[config.mk]
export PLATFORM = sky130hd
export DESIGN_NAME = chan_map_table
export DESIGN_NICKNAME = d
export VERILOG_FILES = /design/src/rtl/cmt_pkg.sv /design/src/rtl/cmt_credit_ctr.sv /design/src/rtl/cmt_addr_decode.sv /design/src/rtl/chan_map_table.sv
export SDC_FILE = /design/constraint.sdc
export NUM_CORES = 1
export LEC_CHECK = 0
export BUFFER_PORTS_ARGS = -buffer_cell sky130_fd_sc_hd__clkbuf_2
export CAP_MARGIN = 20
export CORE_MARGIN = 2
export CORE_UTILIZATION = 55
export DETAILED_ROUTE_END_ITERATION = 12
export GPL_TIMING_DRIVEN = 0
export PLACE_DENSITY = 0.75
export SKIP_CTS_REPAIR_TIMING = 1
export SYNTH_ARGS = -nofsm -noshare
export SYNTH_HDL_FRONTEND = slang
export SYNTH_HIERARCHICAL = 1
export SYNTH_SLANG_ARGS = --single-unit
[constraint.sdc]
create_clock -name clk -period 7 [get_ports clk]
set_input_delay 0.35 -clock clk [delete_from_list [all_inputs] [get_ports clk]]
set_output_delay 0.35 -clock clk [all_outputs]
set_load 0.03 [all_outputs]
[src/rtl/cmt_pkg.sv]
`timescale 1ns/1ps
// Package: shared field layout and entry type of the output channel table.
// Assumes a 20-bit physical address: tile [19:12], position [7:4],
// channel [3:0] for unicast, and core mask [11:4] for multicast.
package cmt_pkg;
    localparam int ADDR_W   = 20;
    localparam int TILE_LSB = 12;
    localparam int TILE_W   = 8;
    localparam int POS_LSB  = 4;
    localparam int POS_W    = 4;
    localparam int DCH_W    = 4;
    localparam int MASK_LSB = 4;
    localparam int MASK_W   = 8;

    typedef struct packed {
        logic              mcast;
        logic [ADDR_W-1:0] addr;
    } cmt_entry_t;
endpackage

[src/rtl/cmt_credit_ctr.sv]
`timescale 1ns/1ps
// Module: per-channel credit counter.
// What it does: holds a saturating credit count. A reload sets it to the maximum,
// a take lowers it by one and a give raises it by one. A take and a give together
// cancel each other.
// Assumes: the caller raises take only while count is nonzero.
module cmt_credit_ctr #(
    parameter int CREDIT_MAX = 4,
    parameter int CW         = 3
) (
    input  logic          clk,
    input  logic          rst_n,
    input  logic          reload,
    input  logic          take,
    input  logic          give,
    output logic [CW-1:0] count
);
    localparam logic [CW-1:0] FULL = CW'(CREDIT_MAX);

    // Count update: reload has priority, then take and give net out.
    always_ff @(posedge clk) begin
        if (!rst_n)
            count <= FULL;
        else if (reload)
            count <= FULL;
        else if (take && !give)
            count <= count - CW'(1);
        else if (give && !take && count < FULL)
            count <= count + CW'(1);
    end

    AST_CREDIT_CEIL: assert property (@(posedge clk) disable iff (!rst_n)
        count <= FULL);
    AST_TAKE_NEEDS_CREDIT: assert property (@(posedge clk) disable iff (!rst_n)
        take |-> count != '0);
    AST_RELOAD_FULL: assert property (@(posedge clk) disable iff (!rst_n)
        reload |=> count == FULL);
    AST_TAKE_DECREMENT: assert property (@(posedge clk) disable iff (!rst_n)
        (take && !give && !reload) |=> count == $past(count) - CW'(1));
    AST_TAKE_GIVE_HOLD: assert property (@(posedge clk) disable iff (!rst_n)
        (take && give && !reload) |=> $stable(count));
endmodule

[src/rtl/cmt_addr_decode.sv]
`timescale 1ns/1ps
// Module: physical address field decoder.
// What it does: splits a stored entry into tile, position, channel and mask.
// It flags memory targets and chooses the interleaved bank from the low bits
// of the memory address.
// Assumes: purely combinational. A null entry arrives here as all zeros.
module cmt_addr_decode
    import cmt_pkg::*;
#(
    parameter int MEM_AW    = 32,
    parameter int LINE_LOG2 = 5,
    parameter int BANK_W    = 3
) (
    input  cmt_entry_t         entry,
    input  logic [MEM_AW-1:0]  mem_addr,
    output logic [TILE_W-1:0]  tile,
    output logic [POS_W-1:0]   pos,
    output logic [DCH_W-1:0]   dchan,
    output logic [MASK_W-1:0]  mask,
    output logic               is_mem,
    output logic [BANK_W-1:0]  bank
);
    localparam logic [POS_W-1:0] MEM_BASE = {1'b1, {(POS_W-1){1'b0}}};

    // Field split: multicast yields only mask and channel, unicast yields the rest.
    always_comb begin
        tile   = '0;
        pos    = '0;
        mask   = '0;
        is_mem = 1'b0;
        bank   = '0;
        dchan  = entry.addr[DCH_W-1:0];
        if (entry.mcast) begin
            mask = entry.addr[MASK_LSB +: MASK_W];
        end else begin
            tile   = entry.addr[TILE_LSB +: TILE_W];
            is_mem = entry.addr[POS_LSB + POS_W - 1];
            if (is_mem) begin
                bank = mem_addr[LINE_LOG2 +: BANK_W];
                pos  = MEM_BASE | POS_W'(bank);
            end else begin
                pos = entry.addr[POS_LSB +: POS_W];
            end
        end
    end
endmodule

[src/rtl/chan_map_table.sv]
`timescale 1ns/1ps
// Module: output channel translation table with credit flow control (top).
// What it does: stores one physical address per logical channel and keeps one
// credit counter per real channel. It serves a combinational lookup-and-send
// port for decode and a write port for execute.
// Assumes: one lookup per cycle. The last channel is null and keeps no state.
// Fetch/fill accesses always use channel 0.
module chan_map_table
    import cmt_pkg::*;
#(
    parameter int NUM_CH     = 16,
    parameter int CREDIT_MAX = 4,
    parameter int MEM_AW     = 32,
    parameter int LINE_LOG2  = 5,
    parameter int BANK_W     = 3,
    localparam int CH_W      = $clog2(NUM_CH),
    localparam int CW        = $clog2(CREDIT_MAX + 1)
) (
    input  logic               clk,
    input  logic               rst_n,
    input  logic               wr_en,
    input  logic [CH_W-1:0]    wr_chan,
    input  logic [ADDR_W-1:0]  wr_addr,
    input  logic               wr_mcast,
    input  logic [CH_W-1:0]    acc_chan,
    input  logic               acc_fetch,
    input  logic               acc_send,
    input  logic [MEM_AW-1:0]  acc_mem_addr,
    input  logic               cr_en,
    input  logic [CH_W-1:0]    cr_chan,
    output logic               acc_grant,
    output logic               acc_null,
    output logic               acc_mcast,
    output logic [TILE_W-1:0]  acc_tile,
    output logic [POS_W-1:0]   acc_pos,
    output logic [DCH_W-1:0]   acc_dchan,
    output logic [MASK_W-1:0]  acc_mask,
    output logic               acc_is_mem,
    output logic [BANK_W-1:0]  acc_bank,
    output logic [CW-1:0]      acc_credits
);
    localparam logic [CH_W-1:0] NULL_CH = CH_W'(NUM_CH - 1);
    localparam logic [CH_W-1:0] FETCH_CH = '0;

    cmt_entry_t        tbl    [NUM_CH];
    logic [CW-1:0]     credit [NUM_CH];
    logic [CH_W-1:0]   sel;
    cmt_entry_t        cur;
    logic              unused_mem_bits;

    assign unused_mem_bits = ^{acc_mem_addr[MEM_AW-1:LINE_LOG2+BANK_W],
                               acc_mem_addr[LINE_LOG2-1:0]};

    // Channel select: fetch/fill overrides the requested channel.
    assign sel      = acc_fetch ? FETCH_CH : acc_chan;
    assign acc_null = (sel == NULL_CH);

    // Entry storage: reset to unicast address 0; the null slot is never written.
    always_ff @(posedge clk) begin
        if (!rst_n) begin
            for (int i = 0; i < NUM_CH; i++) tbl[i] <= '0;
        end else if (wr_en && wr_chan != NULL_CH) begin
            tbl[wr_chan] <= '{mcast: wr_mcast, addr: wr_addr};
        end
    end

    // Per-channel credit counters; the null channel reports a fixed full count.
    for (genvar g = 0; g < NUM_CH; g++) begin : g_ch
        if (g == NUM_CH - 1) begin : g_null
            assign credit[g] = CW'(CREDIT_MAX);
        end else begin : g_real
            logic take_g, give_g, reload_g;
            assign take_g   = acc_grant && (sel == CH_W'(g));
            assign give_g   = cr_en && (cr_chan == CH_W'(g));
            assign reload_g = wr_en && (wr_chan == CH_W'(g));
            cmt_credit_ctr #(.CREDIT_MAX(CREDIT_MAX), .CW(CW)) u_ctr (
                .clk    (clk),
                .rst_n  (rst_n),
                .reload (reload_g),
                .take   (take_g),
                .give   (give_g),
                .count  (credit[g])
            );
        end
    end

    // Lookup result: null channel reads as an empty unicast entry.
    assign cur         = acc_null ? '0 : tbl[sel];
    assign acc_mcast   = cur.mcast;
    assign acc_credits = credit[sel];
    assign acc_grant   = acc_send && (acc_null || credit[sel] != '0);

    cmt_addr_decode #(.MEM_AW(MEM_AW), .LINE_LOG2(LINE_LOG2), .BANK_W(BANK_W)) u_dec (
        .entry    (cur),
        .mem_addr (acc_mem_addr),
        .tile     (acc_tile),
        .pos      (acc_pos),
        .dchan    (acc_dchan),
        .mask     (acc_mask),
        .is_mem   (acc_is_mem),
        .bank     (acc_bank)
    );

    AST_NULL_ALWAYS_GRANTS: assert property (@(posedge clk) disable iff (!rst_n)
        (acc_send && acc_null) |-> acc_grant);
    AST_NULL_NO_DEST: assert property (@(posedge clk) disable iff (!rst_n)
        acc_null |-> (acc_tile == '0 && acc_mask == '0 && !acc_is_mem));
    AST_GRANT_HAS_CREDIT: assert property (@(posedge clk) disable iff (!rst_n)
        (acc_grant && !acc_null) |-> acc_credits != '0);
    AST_MCAST_NOT_MEM: assert property (@(posedge clk) disable iff (!rst_n)
        acc_mcast |-> (!acc_is_mem && acc_tile == '0 && acc_pos == '0));
    AST_MEM_POS_HIGH: assert property (@(posedge clk) disable iff (!rst_n)
        acc_is_mem |-> acc_pos[POS_W-1]);
endmodule

==> impl_metrics.toml <==
[floorplanning]
die_h_um = 182.9
die_w_um = 182.9
core_area_um2 = 31560
pin_count = 105
die-area_um2 = 33470
start_util = 0.5581
num_rows = 65

[yosys]
netlist_top_cells_count = "326 x and2_1, 316 x edfxtp_1, 121 x o22ai_1"
synth_seq_cells = 361
synth-edff-count = 316
ys_seq_area_frac = 0.5899
ys.flop_type = "edfxtp_1"
ys_top_cells_by_area = "edfxtp_1 54%, and2_1 12%, dfxtp_1 5.1%"
ys_async_sr_fraction = 0
netlist_area_um2 = 17610
post-synth-top-count-cell = "and2_1"
yosysTopAreaCell = "edfxtp_1"
avgSynthCellArea_um2 = 11.55
synth.distinct_cells = 55
synth.top_cell.area_share = 0.5388
syn-instance-count = 1525
yosysWarnings = 6
syn_nets = 1611

[clock_network]
clk_pin_slew_ps = 60
numCtsBuffers = 39
clockBufferDepth = 3
clock-sinks = 361
ctsRootBufferMaster = "clkbuf_16"
clk_latency_ps = 540
cts_max_level = 2
cts_tree = "yes"

[critical_path]
path_max_fanout = 10
cp-startpoint = "acc_chan[1]"
cp-start-kind = "input port"
crit_buf_inv = 6
crit_family = "buffers and inverters"
max_stage_delay_ps = 730
crit_type = "input port to primary output"
critPathArrivalTime_ps = 3840
worst_ep_required_time_ps = 6650
cpMostUsedCell = "buf_2"
crit_slowest_cell = "clkbuf_1"
cp_cell_sequence = "buf_2 > buf_2 > buf_2 > nand2_1 > clkbuf_1 > o22ai_1 > o21ai_0 > and4_1 > buf_2 > and2_1 > clkbuf_2"
endpoint_kind = "primary output"
timing.rr.start = "g_ch[3].g_real.u_ctr/count[2]$_SDFFE_PP1P_"

[detailed_routing]
ant_nets = 0
viasPerCell = 6.351
drt_iter0_drc = 1999
firstDrtPassIters = 6
finalWirelength_um = 51080
vias = 13240
wl_per_cell_um = 24.51
drc = 0

[sta]
maxSlewViolCount = 0
timing.setup.tns_ps = 0
rsz0062_at_grt = "false"
fmax_ghz = 0.2389
fin_skew_ps = 25.10
fin_crit_ps = 4186
maxSlewHeadroom = 0.2063
finalHoldViolCount = 0
period_share = 0.5981
holdWs_ps = 175.1
tightest_slew_ps = 1191
setup_viol = 0

[global_routing]
grt_usage = 0.3060
gr-usage-met2 = 0.4920
grt_pass1_vias = 12950
grt_util_met3 = 0.04488
grt_max_degree = 18
grt.overflow.total = 0
antenna_found_initial = 1
use_met1 = 0.4195
grt_most_used_layer = "met2"
grt_pass1_wl_um = 76400

[cells_and_area]
fillers = 2388
design_area_um2 = 20140
fin_cells = 2084
syn_to_final_growth_pct = 14.34
fin_nets = 1737
drive_above_1_share = 0.1351

[pwr]
p_leak_nw = 7.009
power_density_nw_per_um2 = 251.2
p_total_w = 0.005059
ir_worst_vdd_uv = 161.7

[worst_hold_path]
hold_path_class = "input port to flip-flop"
min-delay-start = "wr_addr[18]"

[flow_run]
maxCapViolCount = 0

[placement]
dp_cells = 2012
routabilityCongestion = 0.9335
hpwlAfterDp_um = 35400
place_area_um2 = 18860
io_buffers = 69

[status]
status = "finished, final reports clean"
==> worst paths after layout <==
path                                                                     to  slack [ps]  cells after the start
worst max-delay path                                            acc_mask[7]        2810                     11
worst min-delay path                               tbl[5][18]$_SDFFCE_PN0P_         180                      2
worst max register to register  g_ch[14].g_real.u_ctr/count[2]$_SDFFE_PP1P_        3480                     11
worst min register to register   g_ch[9].g_real.u_ctr/count[2]$_SDFFE_PP1P_         580                      2
==> cells in the final DEF (no fill, tap or decap), types with 3 or more instances in the layout <==
cell,n
and2_1,326
edfxtp_1,316
o22ai_1,121
clkbuf_1,106
a21oi_1,75
o21ai_0,71
clkbuf_2,69
nor2_1,59
inv_1,50
dfxtp_1,45
clkbuf_16,40
nor2b_1,30
nand2_1,30
nand3_1,28
nand2b_1,24
and4_1,20
a22oi_1,19
o211ai_1,16
nor3_1,15
o21ai_2,15
and4bb_2,15
or3b_4,15
and3_4,15
o21a_1,15
and3b_1,15
fa_1,15
mux2i_1,13
a222oi_1,12
buf_2,9
buf_16,9
clkinv_1,6
buf_8,6
buf_4,6
clkinv_2,5
bufinv_16,5
buf_1,4
buf_6,3
mux2_2,3
nand3b_1,3
==> kinds of logic (layout without fill, tap and decap cells) <==
kind of cell	after synthesis	after routing	synth area share
AO/OA/AOI/OAI	360	360	0.1249
adder cells (fa/ha/maj)	15	15	0.01705
buffers and inverters	167	322	0.03872
flip-flops	361	361	0.5899
multiplexers	16	16	0.009306
other	1	3	0.0002129
AND/OR/NAND/NOR	605	605	0.2199
==> layer usage <==
layer	up-vias	routed length (um)
met5	-	0
met4	0	2191
met3	145	4872
met2	787	24040
met1	6464	19980
li1	5839	-
==> stage by stage <==
step | utilization | setup WS (ps)
after floorplan | - | 3568
final | 0.6382 | 2814
after global routing | 0.6380 | 2709
after global placement | 0.5850 | 2456
after detailed placement | 0.5977 | 2814
after CTS | 0.6380 | 2950
==> flip-flops by register name (all words and copies together) (netlist names) <==
register                 count
g_ch.g_real.u_ctr/count     45
tbl                        316
==> cell type report <==
class,count,area (um2),area share
antenna,2,5.005,0.0002485
buffer,116,490.5,0.02436
clock buffer,51,1042,0.05176
clock inverter,19,231.5,0.01149
inverter,51,191.4,0.009506
multi-input combinational,997,6596,0.3276
sequential,361,10390,0.5159
tap,402,503.0,0.02498
timing repair buffer,85,688.2,0.03417
==> power breakdown <==
group	internal, W	switching [W]
logic	0.000152	0.000341
registers	0.00245	0.0000374
clock network	0.00124	0.000839
total	0.00384	0.00122
Note: power is estimated with default switching activity, not from simulation.
